### config.mk
export PLATFORM = sky130hd
export DESIGN_NAME = vtx_batcher
export DESIGN_NICKNAME = d
export VERILOG_FILES = /design/src/rtl/vb_pkg.sv /design/src/rtl/vb_tag_cam.sv /design/src/rtl/vb_slot_alloc.sv /design/src/rtl/vb_dispatch.sv /design/src/rtl/vtx_batcher.sv
export SDC_FILE = /design/constraint.sdc
export NUM_CORES = 2
export LEC_CHECK = 0
export CAP_MARGIN = 20
export CORE_MARGIN = 10
export CORE_UTILIZATION = 54
export DETAILED_ROUTE_END_ITERATION = 7
export PLACE_DENSITY = 0.78
export SLEW_MARGIN = 0
export SYNTH_ARGS = -nofsm -noshare
export SYNTH_HDL_FRONTEND = slang
export SYNTH_SLANG_ARGS = --single-unit
export TNS_END_PERCENT = 20
### constraint.sdc
create_clock -name clk -period 6.5 [get_ports clk]
set_input_delay 1.3 -clock clk [delete_from_list [all_inputs] [get_ports clk]]
set_output_delay 1.3 -clock clk [all_outputs]
set_load 0.1 [all_outputs]
### src/rtl/vb_pkg.sv
package vb_pkg;

  // Number of vertex slots a triangle will consume, given which of its
  // three lanes need a fresh slot.
  function automatic int unsigned fresh_total(input logic n0, input logic n1, input logic n2);
    return int'(n0) + int'(n1) + int'(n2);
  endfunction

  // Conservative admission: three free slots regardless of hits.
  function automatic logic fits_triangle(input int unsigned filled, input int unsigned cap);
    return (filled + 3) <= cap;
  endfunction

  // Round-robin successor.
  function automatic int unsigned rr_next(input int unsigned cur, input int unsigned n);
    return (cur + 1 == n) ? 0 : cur + 1;
  endfunction

endpackage

### src/rtl/vb_tag_cam.sv
module vb_tag_cam #(
  parameter int SLOTS  = 32,
  parameter int IDX_W  = 16,
  parameter int SLOT_W = $clog2(SLOTS)
) (
  input  logic                         clk,
  input  logic                         rst_n,
  input  logic                         clear,
  input  logic [2:0]                   wr_en,
  input  logic [2:0][SLOT_W-1:0]       wr_slot,
  input  logic [2:0][IDX_W-1:0]        wr_idx,
  input  logic [2:0][IDX_W-1:0]        lk_idx,
  output logic [2:0]                   hit,
  output logic [2:0][SLOT_W-1:0]       hit_slot,
  output logic [SLOTS*IDX_W-1:0]       tags_flat
);

  logic [IDX_W-1:0] tag_q [SLOTS];
  logic [SLOTS-1:0] vld_q;

  always_ff @(posedge clk) begin
    if (!rst_n || clear) begin
      vld_q <= '0;
      for (int j = 0; j < SLOTS; j++) tag_q[j] <= '0;
    end else begin
      for (int p = 0; p < 3; p++) begin
        if (wr_en[p]) begin
          tag_q[wr_slot[p]] <= wr_idx[p];
          vld_q[wr_slot[p]] <= 1'b1;
        end
      end
    end
  end

  for (genvar j = 0; j < SLOTS; j++) begin : g_flat
    assign tags_flat[j*IDX_W +: IDX_W] = tag_q[j];
  end

  for (genvar p = 0; p < 3; p++) begin : g_port
    logic [SLOTS-1:0] match;
    always_comb begin
      for (int j = 0; j < SLOTS; j++) match[j] = vld_q[j] && (tag_q[j] == lk_idx[p]);
    end
    assign hit[p] = |match;
    always_comb begin
      hit_slot[p] = '0;
      for (int j = 0; j < SLOTS; j++)
        if (match[j]) hit_slot[p] = hit_slot[p] | SLOT_W'(j);
    end


    // one_match_chk
    always_ff @(posedge clk) begin
      if (rst_n) one_match_chk: assert ($onehot0(match));
    end
  end


  property cleared_empty_p;
    @(posedge clk) disable iff (!rst_n) clear |=> (vld_q == '0);
  endproperty
  cleared_empty_chk: assert property (cleared_empty_p);

endmodule

### src/rtl/vb_slot_alloc.sv
module vb_slot_alloc
  import vb_pkg::*;
#(
  parameter int SLOTS  = 32,
  parameter int IDX_W  = 16,
  parameter int SLOT_W = $clog2(SLOTS),
  parameter int CNT_W  = $clog2(SLOTS + 1)
) (
  input  logic [2:0][IDX_W-1:0]  idx,
  input  logic [2:0]             hit,
  input  logic [2:0][SLOT_W-1:0] hit_slot,
  input  logic [CNT_W-1:0]       filled,
  output logic [2:0][SLOT_W-1:0] slot,
  output logic [2:0]             fresh,
  output logic [CNT_W-1:0]       grow
);

  logic [CNT_W-1:0] base1, base2;
  logic dup10, dup20, dup21;

  always_comb begin
    dup10 = (idx[1] == idx[0]);
    dup20 = (idx[2] == idx[0]);
    dup21 = (idx[2] == idx[1]);

    fresh[0] = !hit[0];
    fresh[1] = !hit[1] && !dup10;
    fresh[2] = !hit[2] && !dup20 && !dup21;

    base1 = filled + CNT_W'(fresh[0]);
    base2 = base1 + CNT_W'(fresh[1]);

    slot[0] = hit[0] ? hit_slot[0] : filled[SLOT_W-1:0];
    if (hit[1])      slot[1] = hit_slot[1];
    else if (dup10)  slot[1] = slot[0];
    else             slot[1] = base1[SLOT_W-1:0];
    if (hit[2])      slot[2] = hit_slot[2];
    else if (dup20)  slot[2] = slot[0];
    else if (dup21)  slot[2] = slot[1];
    else             slot[2] = base2[SLOT_W-1:0];

    grow = CNT_W'(fresh_total(fresh[0], fresh[1], fresh[2]));
  end

endmodule

### src/rtl/vb_dispatch.sv
module vb_dispatch
  import vb_pkg::*;
#(
  parameter int SLOTS  = 32,
  parameter int IDX_W  = 16,
  parameter int UNITS  = 4,
  parameter int BID_W  = 8,
  parameter int CNT_W  = $clog2(SLOTS + 1),
  parameter int UNIT_W = (UNITS > 1) ? $clog2(UNITS) : 1
) (
  input  logic                   clk,
  input  logic                   rst_n,
  input  logic                   close_go,
  input  logic [CNT_W-1:0]       close_count,
  input  logic [SLOTS*IDX_W-1:0] close_tags,
  input  logic [UNITS-1:0]       unit_busy,
  output logic                   slot_free,
  output logic [BID_W-1:0]       build_bid,
  output logic                   disp_valid,
  output logic [UNIT_W-1:0]      disp_unit,
  output logic [BID_W-1:0]       disp_bid,
  output logic [CNT_W-1:0]       disp_count,
  output logic [SLOTS*IDX_W-1:0] disp_tags
);

  logic [UNIT_W-1:0] unit_q;
  logic              taken;

  assign taken     = disp_valid && !unit_busy[disp_unit];
  assign slot_free = !disp_valid || taken;

  always_ff @(posedge clk) begin
    if (!rst_n) begin
      disp_valid <= 1'b0;
      disp_unit  <= '0;
      disp_bid   <= '0;
      disp_count <= '0;
      disp_tags  <= '0;
      unit_q     <= '0;
      build_bid  <= '0;
    end else begin
      if (close_go) begin
        disp_valid <= 1'b1;
        disp_unit  <= unit_q;
        disp_bid   <= build_bid;
        disp_count <= close_count;
        disp_tags  <= close_tags;
        unit_q     <= UNIT_W'(rr_next(int'(unit_q), UNITS));
        build_bid  <= build_bid + 1'b1;
      end else if (taken) begin
        disp_valid <= 1'b0;
      end
    end
  end


  property no_empty_p;
    @(posedge clk) disable iff (!rst_n) close_go |-> (close_count != '0);
  endproperty
  no_empty_chk: assert property (no_empty_p);


  property hold_busy_p;
    @(posedge clk) disable iff (!rst_n)
      (disp_valid && unit_busy[disp_unit]) |=> (disp_valid && $stable(disp_bid) && $stable(disp_count));
  endproperty
  hold_busy_chk: assert property (hold_busy_p);


  property no_overwrite_p;
    @(posedge clk) disable iff (!rst_n) close_go |-> slot_free;
  endproperty
  no_overwrite_chk: assert property (no_overwrite_p);


  property bid_step_p;
    @(posedge clk) disable iff (!rst_n) close_go |=> (disp_bid == $past(build_bid));
  endproperty
  bid_step_chk: assert property (bid_step_p);

endmodule

### src/rtl/vtx_batcher.sv
module vtx_batcher
  import vb_pkg::*;
#(
  parameter int SLOTS  = 32,
  parameter int IDX_W  = 16,
  parameter int UNITS  = 4,
  parameter int BID_W  = 8,
  localparam int SLOT_W = $clog2(SLOTS),
  localparam int CNT_W  = $clog2(SLOTS + 1),
  localparam int UNIT_W = (UNITS > 1) ? $clog2(UNITS) : 1
) (
  input  logic                   clk,
  input  logic                   rst_n,
  input  logic                   tri_valid,
  output logic                   tri_ready,
  input  logic [IDX_W-1:0]       tri_idx0,
  input  logic [IDX_W-1:0]       tri_idx1,
  input  logic [IDX_W-1:0]       tri_idx2,
  input  logic                   flush,
  output logic                   rec_valid,
  output logic [BID_W-1:0]       rec_bid,
  output logic [SLOT_W-1:0]      rec_slot0,
  output logic [SLOT_W-1:0]      rec_slot1,
  output logic [SLOT_W-1:0]      rec_slot2,
  input  logic [UNITS-1:0]       unit_busy,
  output logic                   disp_valid,
  output logic [UNIT_W-1:0]      disp_unit,
  output logic [BID_W-1:0]       disp_bid,
  output logic [CNT_W-1:0]       disp_count,
  output logic [SLOTS*IDX_W-1:0] disp_tags
);

  logic [CNT_W-1:0]       filled_q;
  logic [2:0][IDX_W-1:0]  idx;
  logic [2:0]             hit, fresh;
  logic [2:0][SLOT_W-1:0] hit_slot, slot;
  logic [CNT_W-1:0]       grow;
  logic [SLOTS*IDX_W-1:0] tags_now;
  logic [BID_W-1:0]       build_bid;
  logic                   room, nonempty, close_req, close_go, slot_free, tri_take;

  assign idx = {tri_idx2, tri_idx1, tri_idx0};

  // Named internal events
  assign room      = fits_triangle(int'(filled_q), SLOTS);
  assign nonempty  = (filled_q != '0);
  assign close_req = nonempty && ((tri_valid && !room) || flush);
  assign close_go  = close_req && slot_free;
  assign tri_ready = room && !(flush && nonempty);
  assign tri_take  = tri_valid && tri_ready;

  vb_tag_cam #(.SLOTS(SLOTS), .IDX_W(IDX_W), .SLOT_W(SLOT_W)) u_cam (
    .clk      (clk),
    .rst_n    (rst_n),
    .clear    (close_go),
    .wr_en    (fresh & {3{tri_take}}),
    .wr_slot  (slot),
    .wr_idx   (idx),
    .lk_idx   (idx),
    .hit      (hit),
    .hit_slot (hit_slot),
    .tags_flat(tags_now)
  );

  vb_slot_alloc #(.SLOTS(SLOTS), .IDX_W(IDX_W), .SLOT_W(SLOT_W), .CNT_W(CNT_W)) u_alloc (
    .idx     (idx),
    .hit     (hit),
    .hit_slot(hit_slot),
    .filled  (filled_q),
    .slot    (slot),
    .fresh   (fresh),
    .grow    (grow)
  );

  vb_dispatch #(.SLOTS(SLOTS), .IDX_W(IDX_W), .UNITS(UNITS), .BID_W(BID_W),
                .CNT_W(CNT_W), .UNIT_W(UNIT_W)) u_disp (
    .clk        (clk),
    .rst_n      (rst_n),
    .close_go   (close_go),
    .close_count(filled_q),
    .close_tags (tags_now),
    .unit_busy  (unit_busy),
    .slot_free  (slot_free),
    .build_bid  (build_bid),
    .disp_valid (disp_valid),
    .disp_unit  (disp_unit),
    .disp_bid   (disp_bid),
    .disp_count (disp_count),
    .disp_tags  (disp_tags)
  );

  always_ff @(posedge clk) begin
    if (!rst_n) begin
      filled_q  <= '0;
      rec_valid <= 1'b0;
      rec_bid   <= '0;
      rec_slot0 <= '0;
      rec_slot1 <= '0;
      rec_slot2 <= '0;
    end else begin
      rec_valid <= tri_take;
      if (close_go)      filled_q <= '0;
      else if (tri_take) filled_q <= filled_q + grow;
      if (tri_take) begin
        rec_bid   <= build_bid;
        rec_slot0 <= slot[0];
        rec_slot1 <= slot[1];
        rec_slot2 <= slot[2];
      end
    end
  end


  property admit_room_p;
    @(posedge clk) disable iff (!rst_n) tri_take |-> (filled_q <= CNT_W'(SLOTS - 3));
  endproperty
  admit_room_chk: assert property (admit_room_p);


  property fill_bound_p;
    @(posedge clk) disable iff (!rst_n) 1'b1 |-> (filled_q <= CNT_W'(SLOTS));
  endproperty
  fill_bound_chk: assert property (fill_bound_p);


  property rec_follow_p;
    @(posedge clk) disable iff (!rst_n) tri_take |=> rec_valid;
  endproperty
  rec_follow_chk: assert property (rec_follow_p);


  property flush_close_p;
    @(posedge clk) disable iff (!rst_n) (flush && nonempty && slot_free) |=> (filled_q == '0 && disp_valid);
  endproperty
  flush_close_chk: assert property (flush_close_p);

endmodule

==> flow_metrics.tcl <==
set metrics [dict create \
    hold_violations 0 \
    chipWidth_um 383 \
    firstDrtPassIters 8 \
    place_congestion 1.14 \
    grt.overflow.total 0 \
    io_pins 610 \
    crit_path_launch "tri_idx1[9]" \
    clk_latency_ns 0.78 \
    via_count_of_the_first_global_routing_pass 68500 \
    rsz0062_at_grt "false" \
    internal_power_w 0.0149 \
    cts-htree-levels 3 \
    detailedRoute.firstIterationViolations 13300 \
    synthToLayoutAreaGrowth_pct 24.3 \
    power.switching_w 0.0107 \
    grt_pass1_wl_um 515000 \
    worstReg2RegEnd "u_cam.tag_q[22][10]" \
    drive_above_1_share_pct 14.5 \
    fmax_mhz 156 \
    num-nets-final 8596 \
    peakVddDrop_mv 0.389 \
    hold_start "u_disp.disp_tags[290]" \
    power.sequential.fraction_pct 38.5 \
    cts_tree "yes" \
    postCtsSetupRepairBufs 0 \
    port_buffers 609 \
    floorplan.initialDensity_pct 54.3 \
    p_leak_nw 33.5 \
    startpoint_class_of_the_critical_path "primary input" \
    synth_flop_cell "sky130_fd_sc_hd__dfxtp_1" \
    placedInstanceArea_mm2 0.0844 \
    tightestPinTransition_ns 1.32 \
    holdBufCountCts 0 \
    timing_max_transition_violations_final 0 \
    critical_path_arrival_ns 6.89 \
    nFillCells 10300 \
    cts.sinks 1113 \
    power.density_mw_per_mm2 289 \
    pin_count_of_the_biggest_net_entering_global_routing 198 \
    count_of_warnings_emitted_by_yosys 0 \
    clock_tree.root_cell "sky130_fd_sc_hd__clkbuf_16" \
    final_design_area_no_fill_mm2 0.0886 \
    r2r-start "u_cam.tag_q[11][14]" \
    crit_path_end "u_cam.tag_q[22][10]" \
    clockPowerShare_pct 27.4 \
    power.combinational.fraction_pct 34.1 \
    seq_area_mm2 0.0274 \
    worstHoldPathType "reg -> reg" \
    drt.antenna.violating_nets 0 \
    drc_errors 0 \
    pre_cts_slack_ns -0.343 \
    nets_in_the_synthesized_netlist 7768 \
    routed-via-count 73000 \
    synth_cells 7702 \
    crit_type "in -> reg" \
    cell_area_after_technology_mapping_mm2 0.0713 \
    routedWlPerCell_um 35.8 \
    critPathMaxFanout 16 \
    worst_skew_ns 0.0501 \
    rr_worst_depth 20 \
    synth_edf_count 512 \
    multi_input_area_mm2 0.0399 \
    clkSlewWorstSetupHoldPaths_ns 0.06 \
    worstSetupEndpointType "flop" \
    totalWireLength_um 373000 \
    timing.slew.headroom_pct 12.2 \
    status "completed" \
    synth_seq_cells 1113 \
    timing.max_cap.violations 0 \
    power_switching_share_pct 41.9 \
    wp_data_required_ns 6.97 \
    r2r_slack_ns 0.22 \
    period_needed_ns 6.42 \
    report.final.setup_viol 0 \
    clk_path_buf_depth 3 \
    placeableCoreArea_mm2 0.131 \
    design.die.area_mm2 0.147 \
    track_usage_pct 48.1 \
    fin_worst_hold_slack_ns 0.452 \
    ys_types 99 \
    ys_seq_area_share_pct 38.4 \
    numCtsBuffers 117 \
    antenna_found_initial 23 \
    detail_route.vias_per_cell 7.01 \
    std_cell_rows 133 \
    synth_async_sr_flop_share_pct 0 \
    synthesis.area_per_instance_um2 9.26 \
    final_min_period_over_clock_period_pct 98.7 \
    die_h_um 383 \
    dp_hpwl_um 272000 \
    ctsResizeCount 0 \
    final_critical_path_setup_slack_ns 0.0815 \
    timing.setup.tns_ns 0 \
]
==> layer usage <==
layer  vias up  track usage [%]  share of wire (%)
met1     34500             59.3                 34
met5         -                0              0.021
met2      7177             67.0                 39
met4        14             33.8                9.4
met3      2107             20.7                 17
li1      29100                -                  -
==> area by class of cell <==
cell class / count / share of cell area [%]
clock inverters: 57 / 0.545
inverters: 39 / 0.174
repair buffers: 1459 / 16.9
diodes: 16 / 0.0452
flip-flops and latches: 1113 / 30.9
well taps: 1755 / 2.48
multi-input cells: 5800 / 45.0
clock buffers: 164 / 3.91
==> critical path: stages <==
cell and delay [ns]:
sky130_fd_sc_hd__buf_4 0.27, sky130_fd_sc_hd__buf_12 0.24, sky130_fd_sc_hd__buf_4 0.26, sky130_fd_sc_hd__xor2_1 0.20
sky130_fd_sc_hd__or4_1 0.17, sky130_fd_sc_hd__nor2_1 0.04, sky130_fd_sc_hd__a22oi_1 0.46, sky130_fd_sc_hd__nand3_1 0.35
sky130_fd_sc_hd__buf_4 0.26, sky130_fd_sc_hd__nor3_1 0.21, sky130_fd_sc_hd__buf_4 0.15, sky130_fd_sc_hd__nand2_2 0.06
sky130_fd_sc_hd__nor2_1 0.24, sky130_fd_sc_hd__ha_1 0.23, sky130_fd_sc_hd__ha_1 0.19, sky130_fd_sc_hd__or2_2 0.12
sky130_fd_sc_hd__a21oi_1 0.06, sky130_fd_sc_hd__a211oi_1 0.32, sky130_fd_sc_hd__nor2_2 0.15, sky130_fd_sc_hd__nor3_2 0.60
sky130_fd_sc_hd__buf_6 0.24, sky130_fd_sc_hd__buf_4 0.12, sky130_fd_sc_hd__nand3_1 0.22, sky130_fd_sc_hd__nand4_1 0.23
sky130_fd_sc_hd__buf_12 0.17
==> Yosys cell counts, types with 14 or more instances <==
library cell | count | share of area, %
sky130_fd_sc_hd__mux2i_1 | 480 | 6.7
sky130_fd_sc_hd__buf_2 | 130 | 0.91
sky130_fd_sc_hd__a22oi_1 | 84 | 0.88
sky130_fd_sc_hd__and2_1 | 44 | 0.39
sky130_fd_sc_hd__or3_1 | 24 | 0.21
sky130_fd_sc_hd__nand4_1 | 191 | 1.7
sky130_fd_sc_hd__and3_1 | 33 | 0.29
sky130_fd_sc_hd__nand4b_1 | 24 | 0.29
sky130_fd_sc_hd__xor2_1 | 1067 | 13
sky130_fd_sc_hd__inv_1 | 37 | 0.19
sky130_fd_sc_hd__mux2_2 | 26 | 0.41
sky130_fd_sc_hd__nand2_1 | 1301 | 6.8
sky130_fd_sc_hd__a21oi_1 | 560 | 3.9
sky130_fd_sc_hd__nor4_1 | 267 | 2.3
sky130_fd_sc_hd__nand3b_1 | 14 | 0.15
sky130_fd_sc_hd__edfxtp_1 | 512 | 22
sky130_fd_sc_hd__xnor2_1 | 532 | 6.5
sky130_fd_sc_hd__nand3_1 | 88 | 0.62
sky130_fd_sc_hd__dfxtp_1 | 601 | 17
sky130_fd_sc_hd__clkbuf_1 | 435 | 2.3
sky130_fd_sc_hd__nor2_1 | 126 | 0.66
sky130_fd_sc_hd__or4_1 | 77 | 0.81
sky130_fd_sc_hd__o2bb2ai_1 | 29 | 0.36
sky130_fd_sc_hd__o22ai_1 | 39 | 0.34
sky130_fd_sc_hd__nor3_1 | 110 | 0.77
sky130_fd_sc_hd__buf_6 | 51 | 0.81
sky130_fd_sc_hd__nand2b_1 | 31 | 0.27
sky130_fd_sc_hd__o21ai_0 | 31 | 0.22
sky130_fd_sc_hd__a32oi_1 | 375 | 4.6
sky130_fd_sc_hd__a211oi_1 | 15 | 0.16
sky130_fd_sc_hd__buf_4 | 107 | 1.1
sky130_fd_sc_hd__nor3_2 | 24 | 0.34
==> worst min-delay path by stage <==
stage                                 end  slack (ns)  cells past startpoint
global placement    u_disp.disp_tags[308]        0.44                      2
finish              u_disp.disp_tags[290]        0.45                      2
CTS                 u_disp.disp_tags[219]        0.45                      2
global route        u_disp.disp_tags[220]        0.47                      2
floorplan             u_disp.disp_unit[1]        0.45                      2
detailed placement  u_disp.disp_tags[219]        0.45                      2
==> per-stage QoR <==
stage	util (%)	power, W	instances
after CTS	67.3	0.0251	10400
after detailed placement	64.3	0.0183	10200
after floorplan	-	0.0149	7702
after global routing	67.5	0.0261	10400
final	67.5	0.0256	10400
after global placement	64.3	0.0181	10200
==> logic make-up after synthesis <==
family / count (synthesis) / share of synthesized area [%]
adder cells (fa/ha/maj): 10 / 0.197
flip-flops: 1113 / 38.4
multiplexers: 515 / 7.32
AO/OA/AOI/OAI: 1204 / 11.5
XOR/XNOR: 1599 / 19.6
AND/OR/NAND/NOR: 2472 / 17.2
buffers and inverters: 789 / 5.74
==> layout by cell type (no fill, tap or decap), types with 88 or more instances in the layout <==
cell / count
sky130_fd_sc_hd__nand2_1: 1299
sky130_fd_sc_hd__xor2_1: 1067
sky130_fd_sc_hd__buf_4: 652
sky130_fd_sc_hd__dfxtp_1: 601
sky130_fd_sc_hd__clkdlybuf4s50_1: 561
sky130_fd_sc_hd__a21oi_1: 559
sky130_fd_sc_hd__xnor2_1: 532
sky130_fd_sc_hd__edfxtp_1: 512
sky130_fd_sc_hd__mux2i_1: 480
sky130_fd_sc_hd__a32oi_1: 375
sky130_fd_sc_hd__nor4_1: 263
sky130_fd_sc_hd__buf_12: 203
sky130_fd_sc_hd__nand4_1: 191
sky130_fd_sc_hd__clkbuf_16: 128
sky130_fd_sc_hd__nor2_1: 125
sky130_fd_sc_hd__nor3_1: 105
sky130_fd_sc_hd__nand3_1: 88
==> power groups by stage <==
stage | registers [W] | logic, W | clock network [W]
after global routing | 0.00980 | 0.00902 | 0.00724
after CTS | 0.00970 | 0.00847 | 0.00697
final | 0.00988 | 0.00874 | 0.00702
after detailed placement | 0.00983 | 0.00843 | 0
after floorplan | 0.0114 | 0.00350 | 0
after global placement | 0.00984 | 0.00830 | 0
==> flip-flops by register name, summed over array words and instances (netlist names) <==
register	cells
rec_bid	8
u_disp.disp_count	6
rec_slot2	5
u_disp.disp_bid	8
rec_valid	1
filled_q	6
rec_slot1	5
u_disp.disp_tags	512
u_disp.build_bid	8
rec_slot0	5
u_disp.disp_valid	1
u_cam.tag_q	512
u_cam.vld_q	32
u_disp.disp_unit	2
u_disp.unit_q	2
Power figures use the tool's default switching activity.
